### config.mk
export PLATFORM = sky130hd
export DESIGN_NAME = irq_cycle_seq
export DESIGN_NICKNAME = d
export VERILOG_FILES = /design/src/rtl/irq_seq_pkg.sv /design/src/rtl/irq_flag_detect.sv /design/src/rtl/irq_step_fsm.sv /design/src/rtl/irq_enable_reg.sv /design/src/rtl/irq_cycle_seq.sv
export SDC_FILE = /design/constraint.sdc
export NUM_CORES = 1
export LEC_CHECK = 0
export ABC_AREA = 0
export BUFFER_PORTS_ARGS = -buffer_cell sky130_fd_sc_hd__buf_4
export CAP_MARGIN = 20
export CORE_AREA = 2 2 41 43
export DETAILED_ROUTE_END_ITERATION = 8
export DIE_AREA = 0 0 43 45
export PLACE_DENSITY = 0.8
export SLEW_MARGIN = 25
export SYNTH_ARGS = -nofsm -noshare
export SYNTH_HDL_FRONTEND = slang
export SYNTH_SLANG_ARGS = --single-unit
### constraint.sdc
create_clock -name clk -period 2 [get_ports clk]
set_input_delay 0.3 -clock clk [delete_from_list [all_inputs] [get_ports clk]]
set_output_delay 0.3 -clock clk [all_outputs]
set_load 0.03 [all_outputs]
### src/rtl/irq_seq_pkg.sv
`timescale 1ns/1ps
package irq_seq_pkg;

    typedef enum logic [1:0] {
        ST_IDLE  = 2'd0,
        ST_SAVE  = 2'd1,
        ST_JUMP  = 2'd2,
        ST_CLEAR = 2'd3
    } irq_step_e;

    typedef struct packed {
        logic mem_we;
        logic pc_load;
        logic seq_done;
    } irq_ctl_s;

    function automatic irq_step_e next_step(input irq_step_e s);
        case (s)
            ST_SAVE:  return ST_JUMP;
            ST_JUMP:  return ST_CLEAR;
            default:  return ST_IDLE;
        endcase
    endfunction

    function automatic irq_ctl_s decode_step(input irq_step_e s);
        irq_ctl_s c;
        c.mem_we   = (s == ST_SAVE);
        c.pc_load  = (s == ST_JUMP);
        c.seq_done = (s == ST_CLEAR);
        return c;
    endfunction

    function automatic logic want_irq(input logic at_end, input logic en,
                                      input logic fin, input logic fout);
        return at_end & en & (fin | fout);
    endfunction

endpackage

### src/rtl/irq_flag_detect.sv
`timescale 1ns/1ps
module irq_flag_detect
    import irq_seq_pkg::*;
(
    input  logic clk,
    input  logic rst,
    input  logic boundary,
    input  logic ien,
    input  logic in_flag,
    input  logic out_flag,
    input  logic seq_done,
    output logic pend,
    output logic take
);
    assign take = !pend && want_irq(boundary, ien, in_flag, out_flag);

    always_ff @(posedge clk) begin
        if (rst)
            pend <= 1'b0;
        else if (seq_done)
            pend <= 1'b0;
        else if (take)
            pend <= 1'b1;
    end
endmodule

### src/rtl/irq_step_fsm.sv
`timescale 1ns/1ps
module irq_step_fsm
    import irq_seq_pkg::*;
(
    input  logic      clk,
    input  logic      rst,
    input  logic      take,
    output irq_ctl_s  ctl
);
    irq_step_e step_q;

    always_ff @(posedge clk) begin
        if (rst)
            step_q <= ST_IDLE;
        else if (step_q == ST_IDLE)
            step_q <= take ? ST_SAVE : ST_IDLE;
        else
            step_q <= next_step(step_q);
    end

    assign ctl = decode_step(step_q);
endmodule

### src/rtl/irq_enable_reg.sv
`timescale 1ns/1ps
module irq_enable_reg (
    input  logic clk,
    input  logic rst,
    input  logic set_req,
    input  logic clr_req,
    input  logic busy,
    input  logic seq_done,
    output logic ien
);
    always_ff @(posedge clk) begin
        if (rst)
            ien <= 1'b0;
        else if (seq_done)
            ien <= 1'b0;
        else if (!busy) begin
            if (clr_req)
                ien <= 1'b0;
            else if (set_req)
                ien <= 1'b1;
        end
    end
endmodule

### src/rtl/irq_cycle_seq.sv
`timescale 1ns/1ps
module irq_cycle_seq
    import irq_seq_pkg::*;
#(
    parameter int AW          = 12,
    parameter int SAVE_ADDR   = 0,
    parameter int RESUME_ADDR = 1
) (
    input  logic          clk,
    input  logic          rst,
    input  logic          boundary,
    input  logic          ien_on,
    input  logic          ien_off,
    input  logic          in_flag,
    input  logic          out_flag,
    input  logic [AW-1:0] pc_cur,
    output logic          mem_we,
    output logic [AW-1:0] mem_addr,
    output logic [AW-1:0] mem_wdata,
    output logic          pc_load,
    output logic [AW-1:0] pc_value,
    output logic          ien,
    output logic          irq_pend
);
    localparam logic [AW-1:0] SAVE_VEC   = AW'(SAVE_ADDR);
    localparam logic [AW-1:0] RESUME_VEC = AW'(RESUME_ADDR);

    irq_ctl_s ctl;
    logic     take;

    irq_flag_detect u_detect (
        .clk      (clk),
        .rst      (rst),
        .boundary (boundary),
        .ien      (ien),
        .in_flag  (in_flag),
        .out_flag (out_flag),
        .seq_done (ctl.seq_done),
        .pend     (irq_pend),
        .take     (take)
    );

    irq_step_fsm u_fsm (
        .clk  (clk),
        .rst  (rst),
        .take (take),
        .ctl  (ctl)
    );

    irq_enable_reg u_ien (
        .clk      (clk),
        .rst      (rst),
        .set_req  (ien_on),
        .clr_req  (ien_off),
        .busy     (irq_pend),
        .seq_done (ctl.seq_done),
        .ien      (ien)
    );

    assign mem_we    = ctl.mem_we;
    assign mem_addr  = SAVE_VEC;
    assign mem_wdata = ctl.mem_we ? pc_cur : '0;
    assign pc_load   = ctl.pc_load;
    assign pc_value  = RESUME_VEC;
endmodule

==> Word-level counts from Yosys, hierarchy flattened <==
Index checks and enable logic that the tools add are counted.
Widths: inputs -> output; s select.
{ "totals": {"register_bits": 4, "in_bits": 19, "wordCells": 22} }
{ "classes": {"n_eq_ne": 3, "mux": 6, "n_bitwise": 4, "n_reduce_logical": 6} }
{ "ops": {"columns": ["operator", "n"], "rows": [
  ["$mux 12", 1],
  ["$eq 2x2->1 const B", 2],
  ["$pmux 2 s2", 1],
  ["$mux 1", 3],
  ["$and 1x1->1", 2],
  ["$eq 2x1->1 const B", 1],
  ["$logic_not 2->1", 1],
  ["$mux 2", 1],
  ["$reduce_and 2->1", 1],
  ["$reduce_bool 2->1", 1],
  ["$reduce_or 2->1", 1],
  ["$logic_and 1x1->1", 1],
  ["$logic_not 1->1", 1],
  ["$not 1->1", 1],
  ["$or 1x1->1", 1]
]} }

==> Logic depth before layout (Yosys ltp) <==
{ "logic_depth": {"ltp_word": 5, "ltp_mapped": 4, "mapped_depth_nobuf": 4} }

==> By module <==
A second synthesis with hierarchy kept.
{ "hier_totals": {"cells_unflattened": 60, "hier_area_um2": 500.5} }
{ "by_module_without_submodules": {"columns": ["module", "instances", "cells_per_inst", "area_per_inst_um2", "seq_area_each_um2"], "rows": [
  ["irq_cycle_seq", 1, 39, 284.0, 0.0],
  ["irq_step_fsm", 1, 11, 118.9, 40.0],
  ["irq_flag_detect", 1, 5, 52.6, 20.0],
  ["irq_enable_reg", 1, 5, 45.0, 20.0]
]} }

==> Worst setup path after synthesis <==
No wires, ideal clock.
{ "synth_path": {"path_type": "register to output", "start": "reg u_fsm.step_q[1]", "end": "out mem_wdata[10]", "arrival_time_ns": 1.276, "required_ns": 1.700, "path_slack_ns": 0.424, "stages_incl_launch_ff": 5, "path_cell_list": "dfxtp_1 -> inv_1 -> ha_1 -> clkbuf_1 -> and2_1"} }
{ "synth_via": {"elab_chain_len": 2} }
{ "synth_rtl": {"columns": ["element", "line", "rtl"], "rows": [
  ["start, declared", "irq_step_fsm.sv:10", "irq_step_e step_q;"],
  ["start signal, assigned", "irq_step_fsm.sv:16", "step_q <= take ? ST_SAVE : ST_IDLE;"],
  ["start signal, assigned", "irq_step_fsm.sv:18", "step_q <= next_step(step_q);"],
  ["$eq 2x1->1", "irq_seq_pkg.sv:27", "c.mem_we = (s == ST_SAVE);"],
  ["net mem_we", "irq_cycle_seq.sv:17", "output logic mem_we,"],
  ["$mux 12", "irq_cycle_seq.sv:62", "assign mem_wdata = ctl.mem_we ? pc_cur : '0;"],
  ["end, declared", "irq_cycle_seq.sv:19", "output logic [AW-1:0] mem_wdata,"]
]} }
The timed path passes the listed nets, and every way through them passes these cells.

==> Worst setup path after layout <==
{ "layout_path": {"start": "reg u_fsm.step_q[1]", "end": "out mem_wdata[10]"} }
{ "layout_via": {"elab_chain_len": 2} }
{ "layout_rtl": {"columns": ["element", "line"], "rows": [
  ["$eq 2x1->1", "irq_seq_pkg.sv:27"],
  ["$mux 12", "irq_cycle_seq.sv:62"]
]} }
Every way passes these cells.

==> results by group <==
Power
  – Clock power frac: 0.333
  – Cell-internal power: 184 uW
  – Switching pwr: 114 uW
  – Final Power: 298 uW
  – Sequential share of power: 0.285
  – Gate power share: 0.382
  – Lkg Pwr: 0.000392 uW
  – Pwr dens: 441 nW/um^2
  – Sw Ratio: 0.384
  – Maximum vdd drop: 0.301 mV

Clock tree
  – TritonCTS buffer count: 3
  – Clk slew on worst S/H paths: 40 ps
  – CTS H-Tree Depth: 1
  – CTS tree: built
  – Clock net sink count: 4
  – Cts hold-fix bufs: 0
  – Skew-Pair Late Insertion Delay: 240 ps
  – Setup bufs post-CTS: 0
  – Clock root buffer: clkbuf_4
  – Post_cts resized: 0
  – CTS max path bufs: 2

Routing
  – Via count: 419
  – Routed met1 length: 248 um
  – Met3 WL: 200 um
  – Met2 WL: 448 um
  – DRT antenna net count: 0
  – Vias per cell: 3.81
  – Drt total wl: 896 um
  – # DRC: 0
  – DR pass1 iterations: 1
  – First-iteration detailed-routing DRC count: 0
  – Highest Signal Layer: met3
  – Wire per inst: 8.15 um

GRT
  – Largest net degree at the start of global routing: 14
  – Total GRT Usage: 0.0899
  – Antenna violations before repair: 0
  – First-pass GRT wire length: 1.28 mm
  – Vias in the first global route: 324
  – Overflow after GRT: 0

Timing
  – Hold_ws: 252 ps
  – RSZ-0062 raised after global routing: no
  – Maximum clock rate: 634 MHz
  – Fin. max-slew vios: 0
  – Setup_tns: 0 ps
  – Final worst-path cycle share: 0.789
  – Min Tclk post-route: 1580 ps
  – Final hold viol count: 0
  – Clock Skew: 5.20 ps
  – Final number of setup-violating endpoints: 0

Floorplanning
  – Area of the core: 1470 sq um
  – Die Wd: 43 um
  – Top Ports: 59
  – Die height: 45 um
  – Die ar.: 1940 sq um
  – Initial core utilization: 0.326
  – Std-Cell Rows: 14

Logic synthesis
  – FF+latch count, synth: 4
  – Sequential area share after synthesis: 0.167
  – Post-Syn Area per Cell: 7.99 sq um
  – Mapped Cells: 60
  – Mapped Area: 479 sq um
  – Ys Warns: 0
  – Yosys cell types: 15

Critical path
  – Crit path required time: 1700 ps
  – CP startpoint kind: register
  – CP Max Fanout: 13
  – Critical path capture point type: output port
  – WP data arrival: 1280 ps
  – Worst Path Class, Setup: reg -> out

Placement
  – IO buf count: 34
  – Dpl hpwl: 781 um
  – Final GP Congestion: 0.600
  – Post-DP Area: 653 sq um

Final layout
  – Fin area: 676 sq um
  – Antenna cell count: 0
  – Fillers: 158
  – Layout area overhead: 41.0%
  – Final nets: 119
  – Layout cells sized above 1: 0.415

Job
  – Max-cap violations: 0

Status
  – Status: complete, no violations

Hold path
  – HP Class: in -> reg
[cell type report]
type | instances | area [sq um] | share of cell area
multi-input combinational | 48 | 279 | 0.413
timing repair buffer | 34 | 255 | 0.378
sequential | 4 | 80.1 | 0.119
clock buffer | 3 | 22.5 | 0.0333
tap | 16 | 20.0 | 0.0296
inverter | 5 | 18.8 | 0.0278
[critical path, cell delays in order (launching register included)]
cell     delay, ps
dfxtp_1        350
inv_1           70
ha_1           280
and2_1         180
buf_4          160
[power groups by stage]
| stage | registers, uW | logic (uW) | clock network (uW) |
|---|---|---|---|
| 2_1_floorplan | 89.7 | 111 | 0 |
| 3_3_place_gp | 86.1 | 112 | 0 |
| 3_5_place_dp | 86.3 | 113 | 0 |
| 4_1_cts | 85.2 | 114 | 105 |
| 5_1_grt | 85.3 | 120 | 112 |
| 6_report | 85.1 | 114 | 99.2 |
[worst paths after layout]
| check | start | to | slack, ps | cells after the start |
|---|---|---|---|---|
| worst min-delay path | rst | u_fsm.step_q[1]$_SDFF_PP0_ | 250 | 2 |
| worst min register to register | u_detect.pend$_SDFFE_PP0P_ | u_detect.pend$_SDFFE_PP0P_ | 500 | 2 |
| worst max register to register | u_fsm.step_q[1]$_SDFF_PP0_ | u_fsm.step_q[0]$_SDFF_PP0_ | 850 | 4 |
| worst max-delay path | u_fsm.step_q[1]$_SDFF_PP0_ | mem_wdata[10] | 420 | 4 |
[Yosys cell counts, drive strengths merged]
cell,instances,area (sq um)
ha,4,50.1
a21boi,1,7.51
and2,12,75.1
and2b,1,8.76
conb,2,7.51
clkbuf,1,3.75
dfxtp,4,80.1
or3b,1,8.76
o32ai,1,8.76
o211ai,1,7.51
inv,5,18.8
nor3b,1,7.51
nor2,1,3.75
o221a,1,11.3
buf,24,180
[registers in the layout, indices dropped and copies added (netlist names)]
| name | count |
|---|---|
| u_ien.ien | 1 |
| u_detect.pend | 1 |
| u_fsm.step_q | 2 |
[through the flow]
step	instances	worst slack, ps	util
after CTS	110	391	0.459
after global placement	107	695	0.444
final	110	422	0.459
after floorplan	82	424	-
after detailed placement	107	646	0.444
after global routing	110	275	0.459
[cell usage in the layout (no fill, tap or decap), types with 3 or more instances in the layout]
master    Yosys  routed
clkbuf_4      0       3
ha_1          4       4
buf_4        24      34
dfxtp_1       4       4
inv_1         5       5
conb_1        2      24
and2_1       12      12
[routing by layer]
| layer | track usage | vias to the layer above |
|---|---|---|
| met5 | 0 | - |
| met4 | 0.0364 | 0 |
| met3 | 0.0600 | 0 |
| met2 | 0.164 | 43 |
| met1 | 0.0780 | 171 |
| li1 | - | 205 |
[cell families (layout without fill, tap and decap cells)]
group | after synthesis | count (layout) | share of synthesized area
buffers and inverters | 30 | 42 | 0.423
AND/OR/NAND/NOR | 16 | 16 | 0.217
adder cells (fa/ha/maj) | 4 | 4 | 0.104
AO/OA/AOI/OAI | 4 | 4 | 0.0731
flip-flops | 4 | 4 | 0.167
other | 2 | 24 | 0.0157
No activity file was read; power rests on OpenSTA's default activity.
